[src/rtl/bldc_gate_pkg.sv]
package bldc_gate_pkg;
  typedef struct packed {
    logic blankAll;
    logic sawHold;
  } gate_strobe_t;
endpackage

[src/rtl/bldc_gate_ctrl.sv]
module bldc_gate_ctrl
  import bldc_gate_pkg::*;
(
  input  logic         clk,
  input  logic         rstN,
  input  logic         enableIn,
  input  logic         ocFault,
  input  logic         chopMode,
  input  logic         periodStart,
  output gate_strobe_t strobes,
  output logic         faultLatched
);
  logic enPrev;
  logic enRise;
  logic clearEvt;
  logic latchQ;

  assign enRise   = enableIn & ~enPrev;
  assign clearEvt = enRise | periodStart;

  always_ff @(posedge clk) begin
    if (!rstN) begin
      enPrev <= 1'b0;
      latchQ <= 1'b0;
    end else begin
      enPrev <= enableIn;
      if (ocFault)       latchQ <= 1'b1;
      else if (clearEvt) latchQ <= 1'b0;
    end
  end

  always_comb begin
    strobes.blankAll = ocFault | latchQ | ~enableIn;
    strobes.sawHold  = chopMode;
  end

  assign faultLatched = latchQ;
endmodule

[src/rtl/bldc_gate_dp.sv]
module bldc_gate_dp
  import bldc_gate_pkg::*;
#(
  parameter int CNT_W  = 8,
  parameter int NUM_PH = 3
) (
  input  logic              clk,
  input  logic              rstN,
  input  gate_strobe_t      strobes,
  input  logic              brakeIn,
  input  logic [NUM_PH-1:0] cmdHi,
  input  logic [NUM_PH-1:0] cmdLo,
  input  logic [CNT_W-1:0]  speedThr,
  output logic [NUM_PH-1:0] outHi,
  output logic [NUM_PH-1:0] outLo,
  output logic              periodStart,
  output logic [CNT_W-1:0]  sawVal
);
  localparam logic [CNT_W-1:0] CNT_ONE = CNT_W'(1);

  logic [CNT_W-1:0] sawCnt;
  logic             pwmOn;

  always_ff @(posedge clk) begin
    if (!rstN)                sawCnt <= '0;
    else if (strobes.sawHold) sawCnt <= '0;
    else                      sawCnt <= sawCnt + CNT_ONE;
  end

  assign periodStart = ~strobes.sawHold & (sawCnt == '0);
  assign pwmOn = strobes.sawHold | (speedThr == '0) | (speedThr < sawCnt);
  assign sawVal = sawCnt;

  for (genvar p = 0; p < NUM_PH; p++) begin : g_phase
    always_comb begin
      if (brakeIn) begin
        outHi[p] = 1'b0;
        outLo[p] = 1'b1;
      end else if (strobes.blankAll) begin
        outHi[p] = 1'b0;
        outLo[p] = 1'b0;
      end else begin
        outHi[p] = cmdHi[p];
        outLo[p] = cmdLo[p] & pwmOn;
      end
    end
  end
endmodule

[src/rtl/bldc_gate_top.sv]
module bldc_gate_top
  import bldc_gate_pkg::*;
#(
  parameter int CNT_W  = 8,
  parameter int NUM_PH = 3
) (
  input  logic              clk,
  input  logic              rstN,
  input  logic [NUM_PH-1:0] cmdHi,
  input  logic [NUM_PH-1:0] cmdLo,
  input  logic              brakeIn,
  input  logic              enableIn,
  input  logic              ocFault,
  input  logic [CNT_W-1:0]  speedThr,
  input  logic              chopMode,
  output logic [NUM_PH-1:0] outHi,
  output logic [NUM_PH-1:0] outLo
);
  gate_strobe_t     strobes;
  logic             periodStart;
  logic             faultLatched;
  logic [CNT_W-1:0] sawVal;

  bldc_gate_ctrl u_ctrl (
    .clk(clk), .rstN(rstN), .enableIn(enableIn), .ocFault(ocFault),
    .chopMode(chopMode), .periodStart(periodStart),
    .strobes(strobes), .faultLatched(faultLatched)
  );

  bldc_gate_dp #(.CNT_W(CNT_W), .NUM_PH(NUM_PH)) u_dp (
    .clk(clk), .rstN(rstN), .strobes(strobes), .brakeIn(brakeIn),
    .cmdHi(cmdHi), .cmdLo(cmdLo), .speedThr(speedThr),
    .outHi(outHi), .outLo(outLo), .periodStart(periodStart), .sawVal(sawVal)
  );
endmodule

[config.mk]
export PLATFORM = sky130hd
export DESIGN_NAME = bldc_gate_top
export DESIGN_NICKNAME = d
export VERILOG_FILES = /design/src/rtl/bldc_gate_pkg.sv /design/src/rtl/bldc_gate_ctrl.sv /design/src/rtl/bldc_gate_dp.sv /design/src/rtl/bldc_gate_top.sv
export SDC_FILE = /design/constraint.sdc
export NUM_CORES = 1
export LEC_CHECK = 0
export BUFFER_PORTS_ARGS = -buffer_cell sky130_fd_sc_hd__buf_4
export CAP_MARGIN = 5
export CORE_AREA = 2 2 43 45
export CTS_BUF_LIST = sky130_fd_sc_hd__clkbuf_2 sky130_fd_sc_hd__clkbuf_4 sky130_fd_sc_hd__clkbuf_8
export DETAILED_ROUTE_END_ITERATION = 10
export DIE_AREA = 0 0 45 47
export GPL_ROUTABILITY_DRIVEN = 0
export GPL_TIMING_DRIVEN = 0
export PLACE_DENSITY = 0.7
export SLEW_MARGIN = 20
export SYNTH_ARGS = -nofsm -noshare
export SYNTH_HDL_FRONTEND = slang
export SYNTH_HIERARCHICAL = 1
export SYNTH_SLANG_ARGS = --single-unit
export TNS_END_PERCENT = 20
[constraint.sdc]
create_clock -name clk -period 3.54 [get_ports clk]
set_clock_uncertainty 0.2 [all_clocks]
set_input_delay 0.354 -clock clk [delete_from_list [all_inputs] [get_ports clk]]
set_output_delay 0.354 -clock clk [all_outputs]
set_load 0.005 [all_outputs]
# Word level (Yosys, flattened, before mapping)
# Cells that the tools add are included.
[op_classes] addsub=1 n_lt_le_gt_ge=1 mux=14 bitwise=14 reduce_logical=4
[ops] operator="8-bit zero test" count=2
[ops] operator="1-bit two-way mux" count=14
[ops] operator="8-bit by 1-bit adder with 8-bit output (second input constant)" count=1
[ops] operator="8-bit < comparator" count=1
[ops] operator="1-bit AND" count=5
[ops] operator="1-bit OR" count=5
[ops] operator="1-bit NOT" count=4
[ops] operator="2-bit nonzero test" count=1
[ops] operator="2-bit OR reduction" count=1
[totals] register_bits=10 inputBits=20 elab_cells=37

# Longest topological paths before layout
# Gate-level depths: netlist (run 1).
[logic_depth] depth_word=6 depth_mapped=6 ltp_nobuf=6

# Modules after synthesis
# Netlist (run 1), hierarchy kept.
[by_module_without_submodules] mod="bldc_gate_dp" instances=1 cells_per_inst=78 area_each_um2=605.6 seq_area_each_um2=160.2
[by_module_without_submodules] mod="bldc_gate_ctrl" instances=1 cells_per_inst=9 area_each_um2=83.8 seq_area_each_um2=40.0

# Least setup slack after synthesis (run 1)
# No wires, ideal clock.
[synth_path] kind="reg-to-output" from="register u_dp.sawCnt[2] (netlist: u_dp/sawVal[2])" to="output outLo[0]" arrival_ns=1.440 t_required_ns=2.986 setup_slack_ns=1.546 stages_incl_launch_ff=7 path_buffers=0 cell_sequence="dfxtp_1 > inv_1 > ha_1 > a211o_1 > a31oi_1 > o221ai_2 > o21ai_1"
[synth_between] elab_chain_len=5
[synth_rtl] item="start, declared" line_no="bldc_gate_dp.sv:21" rtl="logic [CNT_W-1:0] sawCnt;"
[synth_rtl] item="start signal, assigned" line_no="bldc_gate_dp.sv:27" rtl="else sawCnt <= sawCnt + CNT_ONE;"
[synth_rtl] item="8-bit < comparator" line_no="bldc_gate_dp.sv:31" rtl="assign pwmOn = strobes.sawHold | (speedThr == '0) | (speedThr < sawCnt);"
[synth_rtl] item="1-bit OR" line_no="bldc_gate_dp.sv:31"
[synth_rtl] item="1-bit AND" line_no="bldc_gate_dp.sv:44" rtl="outLo[p] = cmdLo[p] & pwmOn;"
[synth_rtl] item="1-bit two-way mux" line_no="bldc_gate_dp.sv:39" rtl="end else if (strobes.blankAll) begin"
[synth_rtl] item="1-bit two-way mux" line_no="bldc_gate_dp.sv:36" rtl="if (brakeIn) begin"
[synth_rtl] item="end, declared" line_no="bldc_gate_top.sv:17" rtl="output logic [NUM_PH-1:0] outLo"
# No other way between the ends.

# Final worst setup path (run 1)
# Same ends and word-level chain as after synthesis.

==> results of run 1 <==
[layout make-up]
type / instances / area, µm²
Multi-Input combinational cell: 65 / 440
Buffer: 2 / 11.3
Timing Repair Buffer: 24 / 180
Sequential cell: 10 / 200
Clock buffer: 3 / 22.5
Tap cell: 17 / 21.3
Inverter: 10 / 37.5
Fill cell: 165 / 738
[worst max-delay path: stages (launching register included)]
cell      delay (ps)
dfxtp_1          440
inv_1             80
ha_1             290
a211o_1          290
a31oi_1          200
o221ai_2         150
o21ai_1          150
buf_4            120
[final timing paths]
kind	to	cells after the start
setup / recovery	outLo[0]	7
hold / removal	u_ctrl/faultLatched$_SDFFE_PN0P_	2
setup reg to reg	u_ctrl/faultLatched$_SDFFE_PN0P_	5
hold reg to reg	u_dp/sawVal[0]$_SDFF_PP0_	1
[power groups by stage]
stage	sequential (mW)	combinational (mW)	clock (mW)
detailed placement	0.119	0.0505	0
global placement	0.119	0.0485	0
floorplan	0.119	0.0230	0
CTS	0.117	0.0507	0.0778
finish	0.117	0.0503	0.0730
global route	0.117	0.0568	0.0841
[sequential cells by signal, summed over array words and instances (netlist names)]
signal	cells
u_ctrl/enPrev	1
u_dp/sawVal	8
u_ctrl/faultLatched	1
[routing by layer]
metal  routed length [µm]  GRT usage  up-vias
met5                    0          0        -
met4                   17      0.141        0
met3                  140     0.0385        2
met2                  732      0.297       19
met1                  656      0.167      298
li1                     -          -      351
[cells in the mapped netlist, types with 2 or more instances]
master / number / area share
dfxtp_1: 10 / 0.29
o21ai_1: 3 / 0.022
inv_1: 10 / 0.054
a21oi_1: 2 / 0.015
nor2_1: 12 / 0.065
xnor2_1: 6 / 0.076
ha_1: 9 / 0.16
and3_1: 2 / 0.018
and2_1: 3 / 0.027
nand3_1: 4 / 0.029
nand2_1: 6 / 0.033
nand2b_1: 2 / 0.018
nor4_1: 3 / 0.027
a31oi_1: 4 / 0.036
[stage by stage]
step | power, mW | area (µm²) | hold WS [ps] | setup WS (ps) | utilization
after global routing | 0.258 | 913 | 107 | 820 | 0.553
final | 0.240 | 913 | 110 | 1010 | 0.553
after CTS | 0.245 | 913 | 97.7 | 988 | 0.553
after detailed placement | 0.170 | 891 | 268 | 1280 | 0.539
after global placement | 0.168 | 891 | 254 | 1310 | 0.539
after floorplan | 0.142 | 689 | 237 | 1550 | -
[kinds of logic (layout without fill, tap and decap cells)]
| family | after synthesis | in the layout | share of synthesized area |
|---|---|---|---|
| and+or+nand+nor | 37 | 37 | 0.270 |
| xor gates and xnor gates | 6 | 6 | 0.0762 |
| buffers and inverters | 12 | 39 | 0.0708 |
| AOI/OAI and AO/OA | 13 | 13 | 0.129 |
| DFF | 10 | 10 | 0.290 |
| adders and majority gates | 9 | 9 | 0.163 |
==> metrics.txt, run 1 <==
status=completed; min Tclk post-route=2530 ps; Peak Freq=395 MHz; worst r2r src=u_dp/sawVal[0]$_SDFF_PP0_; height of the die=47 µm; mapped cell area=689 µm²; DRC=0; Final Routed Wirelength=1550 µm; first-pass GRT wire length=2420 µm; Max clock buf depth=2; Post-Synthesis Cells=87; clk slew on worst S/H paths=60 ps; reg-to-reg slack, setup=2170 ps; DR vias=670; Synth cell types=25; num ports=26; Net Switching=0.0569 mW; switch share=0.237; Pwr Density=263 nW/µm²; fin nets=145; fin. max-slew vios=0; Max VDD drop=214 µV; die area=2120 µm²; ys flop type=dfxtp_1; synth warn=6; Resized Gates After CTS=0; Hold Crit Class=in -> reg; share of synthesized registers carrying an async set or reset=0; Slew HR=0.789; unrepaired setup endpoints after global routing=false; Worst-Margin Slew=317 ps; Tcrit/Tclk final=0.714; #FFs+latches synth=10; Cell Rows=15; ANT cells=0; critical path required time=2990 ps; GRT Total Usage=0.168; Final setup viols=0; share of cells above drive strength 1=0.263; vias in the first global route=585; post-synth net total=116; Post-synth EDFFs=0; hold_sp=rstN; synth-to-layout area growth=32.5%; highest net fanout along the worst path=6; largest net degree at the start of global routing=9; Routed Antenna Nets=0; Hold Vio Cnt, Final=0; Int Power=0.183 mW; Vias per Instance=5.11; Starting Density=0.417; most frequent cells in the layout=buf_4, nor2_1, dfxtp_1, inv_1, ha_1; Leak Pwr=0.402 nW; Post-CTS Hold Buffers=0; DRT iter0 DRCs=13; Num CTS Buffers=3; CTS root buf=clkbuf_4; Max-cap violations=0; Cells after DPL=128; commonest non-fill, non-tap cell in the layout=buf_4; CTS tree=done; DR WL/cell=11.8 µm; postcts setup bufs=0; Critical Path AT=1970 ps; critical path type=reg -> out; total iterations of the first detailed-routing run=4; core area=1650 µm²; Seq pwr share=0.486; Comb power frac=0.210; CP Capture Type=output port; post-synthesis area per instance=7.92 µm²; setup TNS=0 ps; # H-tree levels=1; Seq/Total Area, Yosys=0.290; Non-Filler Instances=131; Post-DP HPWL=1310 µm; # port buffers=24; chip width=45 µm; Overflow after GRT=0; clock share of power=0.304; Critical Path Start=u_dp/sawVal[2]$_SDFF_PP0_; Setup crit start kind=flip-flop; worst skew pair latency=260 ps; clock tree sinks=10; initial antenna violation count=0
No activity file was read; power rests on OpenSTA's default activity.
==> inputs of run 2 (changes only) <==
==> constraint.sdc (replaced) <==
create_clock -name clk -period 2.4 [get_ports clk]
set_clock_uncertainty 0.2 [all_clocks]
set_input_delay 0.24 -clock clk [delete_from_list [all_inputs] [get_ports clk]]
set_output_delay 0.24 -clock clk [all_outputs]
set_load 0.005 [all_outputs]
==> run 2 against run 1 <==
Effect of this change:
- via count grew 3.0%
- utilization grew 3.9 points
- combinational power grew 60%
- critical endpoint is now outLo[1]
==> metrics.txt, run 2 (synthesis results as in run 1) <==
status=completed (unchanged); clock share of power=0.299 (was 0.304); Comb power frac=0.225 (was 0.210); Num CTS Buffers=3 (unchanged); R2R cell count=6 (was 5); chip width=45 µm (unchanged); GRT Total Usage=0.172 (was 0.168); vias in the first global route=610 (was 585); CP peak stage delay=360 ps (was 440 ps); largest net degree at the start of global routing=9 (unchanged); Overflow after GRT=0 (unchanged); switch share=0.239 (was 0.237); sequential standard cell area=210 µm² (was 200 µm²); Tcrit/Tclk final=0.952; Vias per Instance=5.11 (about the same); synth-to-layout area growth=41.7% (was 32.5%); worst skew pair latency=260 ps (about the same); Slew HR=0.786 (was 0.789); # port buffers=24 (unchanged); most frequent cells in the layout=buf_4, nor2_1, inv_1 (was buf_4, nor2_1, dfxtp_1, inv_1, ha_1); Final setup viols=0 (unchanged); DP Area=891 µm² (unchanged); critical path required time=1960 ps (was 2990 ps); DR WL/cell=12.5 µm (was 11.8 µm); worst r2r src=u_dp/sawVal[2]$_SDFF_PP0_ (was u_dp/sawVal[0]$_SDFF_PP0_); Final Util=0.592 (was 0.553); Post-DP HPWL=1310 µm (unchanged); Peak Freq=438 MHz; height of the die=47 µm (unchanged); Final Routed Wirelength=1690 µm (was 1550 µm); share of cells above drive strength 1=0.322 (was 0.263); highest net fanout along the worst path=4 (was 6); Max clock buf depth=2 (unchanged); fin nets=149 (was 145); critical path type=reg -> out (unchanged); initial antenna violation count=0 (unchanged); Max VDD drop=312 µV (was 214 µV); reg-to-reg slack, setup=370 ps (was 2170 ps); multi-input logic area=459 µm² (was 440 µm²); clock tree sinks=10 (unchanged); Leak Pwr=0.427 nW (was 0.402 nW); Fin Hold WS=30.7 ps (was 110 ps); Int Power=0.272 mW (was 0.183 mW); Hold Crit Class=in -> reg (unchanged); commonest non-fill, non-tap cell in the layout=buf_4 (unchanged); max FFs per register=8 (unchanged); ANT cells=0 (unchanged); Routed Antenna Nets=0 (unchanged); Starting Density=0.417 (unchanged); Design Area, Final=977 µm² (was 913 µm²); Max-cap violations=0 (unchanged); crit-path cells=inv_1 -> ha_1 -> a211o_1 -> a31oi_2 -> o221ai_2 -> o21ai_1 -> buf_4 (was inv_1 -> ha_1 -> a211o_1 -> a31oi_1 -> o221ai_2 -> o21ai_1 -> buf_4); min Tclk post-route=2280 ps; total iterations of the first detailed-routing run=4 (unchanged); Non-Filler Instances=135 (was 131); fillers=162 (was 165); Seq pwr share=0.476 (was 0.486); DRC=0 (unchanged); Hold Vio Cnt, Final=0 (unchanged); DR vias=690 (was 670); clk slew on worst S/H paths=60 ps (about the same); Pwr Density=366 nW/µm² (was 263 nW/µm²); Critical Path AT=1840 ps (was 1970 ps); endpoint of the worst register-to-register path=u_ctrl/faultLatched$_SDFFE_PN0P_ (unchanged); DRT iter0 DRCs=14 (was 13); die area=2120 µm² (unchanged); CTS tree=done (unchanged); Net Switching=0.0856 mW (was 0.0569 mW); num ports=26 (unchanged); Crit-path slowest cell=dfxtp_4 (was dfxtp_1); # H-tree levels=1 (unchanged); Critical Path Start=u_dp/sawVal[2]$_SDFF_PP0_ (unchanged); Setup crit start kind=flip-flop (unchanged); core area=1650 µm² (unchanged); fin. max-slew vios=0 (unchanged); Cells after DPL=128 (unchanged); first-pass GRT wire length=2480 µm (was 2420 µm); CP endpoint=outLo[1] (was outLo[0]); Cell Rows=15 (unchanged); CTS root buf=clkbuf_4 (unchanged); Worst-Margin Slew=321 ps (was 317 ps); CP Capture Type=output port (unchanged)
==> run 2: changes by cell type in the layout (fill, tap and decap cells not counted) <==
cell | before | now
dfxtp_1 | 10 | 6
buf_4 | 25 | 27
dfxtp_2 | 0 | 2
dfxtp_4 | 0 | 2
dlygate4sd3_1 | 0 | 2
a31oi_1 | 4 | 3
a31oi_2 | 0 | 1
ha_1 | 9 | 8
ha_4 | 0 | 1
==> run 2: area by class of cell <==
| type | count | area share |
|---|---|---|
| timing repair buffer | 28 | 0.220 |
| tap | 17 | 0.0218 |
| clock buffer | 3 | 0.0230 |
| sequential | 10 | 0.215 |
| multi-input combinational | 65 | 0.470 |
| buffer | 2 | 0.0115 |
| inverter | 10 | 0.0384 |
==> run 2: how the worst min path moves through the flow <==
stage | cells after the start | slack, ps | to | startpoint
finish | 2 | 30 | u_ctrl/enPrev$_SDFF_PN0_ | enableIn
global route | 2 | 10 | u_ctrl/enPrev$_SDFF_PN0_ | enableIn
CTS | 2 | 20 | u_ctrl/enPrev$_SDFF_PN0_ | enableIn
detailed placement | 2 | 260 | u_ctrl/faultLatched$_SDFFE_PN0P_ | rstN
global placement | 1 | 250 | u_dp/sawVal[0]$_SDFF_PP0_ | u_dp/sawVal[0]$_SDFF_PP0_
floorplan | 1 | 160 | u_ctrl/faultLatched$_SDFFE_PN0P_ | rstN
==> run 2: per-layer routing <==
layer  GRT usage  wire [µm]  vias to the layer above
li1            -          -                      358
met1       0.170        696                      313
met2       0.309        839                       17
met3      0.0385        133                        2
met4       0.141         17                        0
met5           0          0                        -
==> run 2: through the flow <==
stage          power, mW  setup slack, ps  TNS [ps]
2_1_floorplan      0.209              520         0
3_3_place_gp       0.247              284         0
3_5_place_dp       0.250              254         0
4_1_cts            0.365             32.7         0
5_1_grt            0.384            -24.2     -66.2
6_report           0.357              115         0
==> run 2: repair_timing <==
item | CTS | global route
hold buffers | 2 | 0
pin swaps | 0 | 3
setup endpoints to repair | 3 | 3
endpoints found under the hold margin | 1 | 0
buffers inserted | 0 | 2
gates resized for setup | 1 | 7
==> run 2: worst max-delay path: cells and delay by family (launching register included) <==
family / cells / cell delay (ps)
buffers and inverters: 2 / 160
adders and majority gates: 1 / 290
DFF: 1 / 360
AOI/OAI and AO/OA: 4 / 770
==> run 2: power by group through the flow <==
stage / clock (mW) / combinational [mW] / sequential [mW]
2_1_floorplan: 0 / 0.0340 / 0.175
3_3_place_gp: 0 / 0.0716 / 0.176
3_5_place_dp: 0 / 0.0745 / 0.176
4_1_cts: 0.115 / 0.0777 / 0.172
5_1_grt: 0.124 / 0.0900 / 0.170
6_report: 0.107 / 0.0803 / 0.170
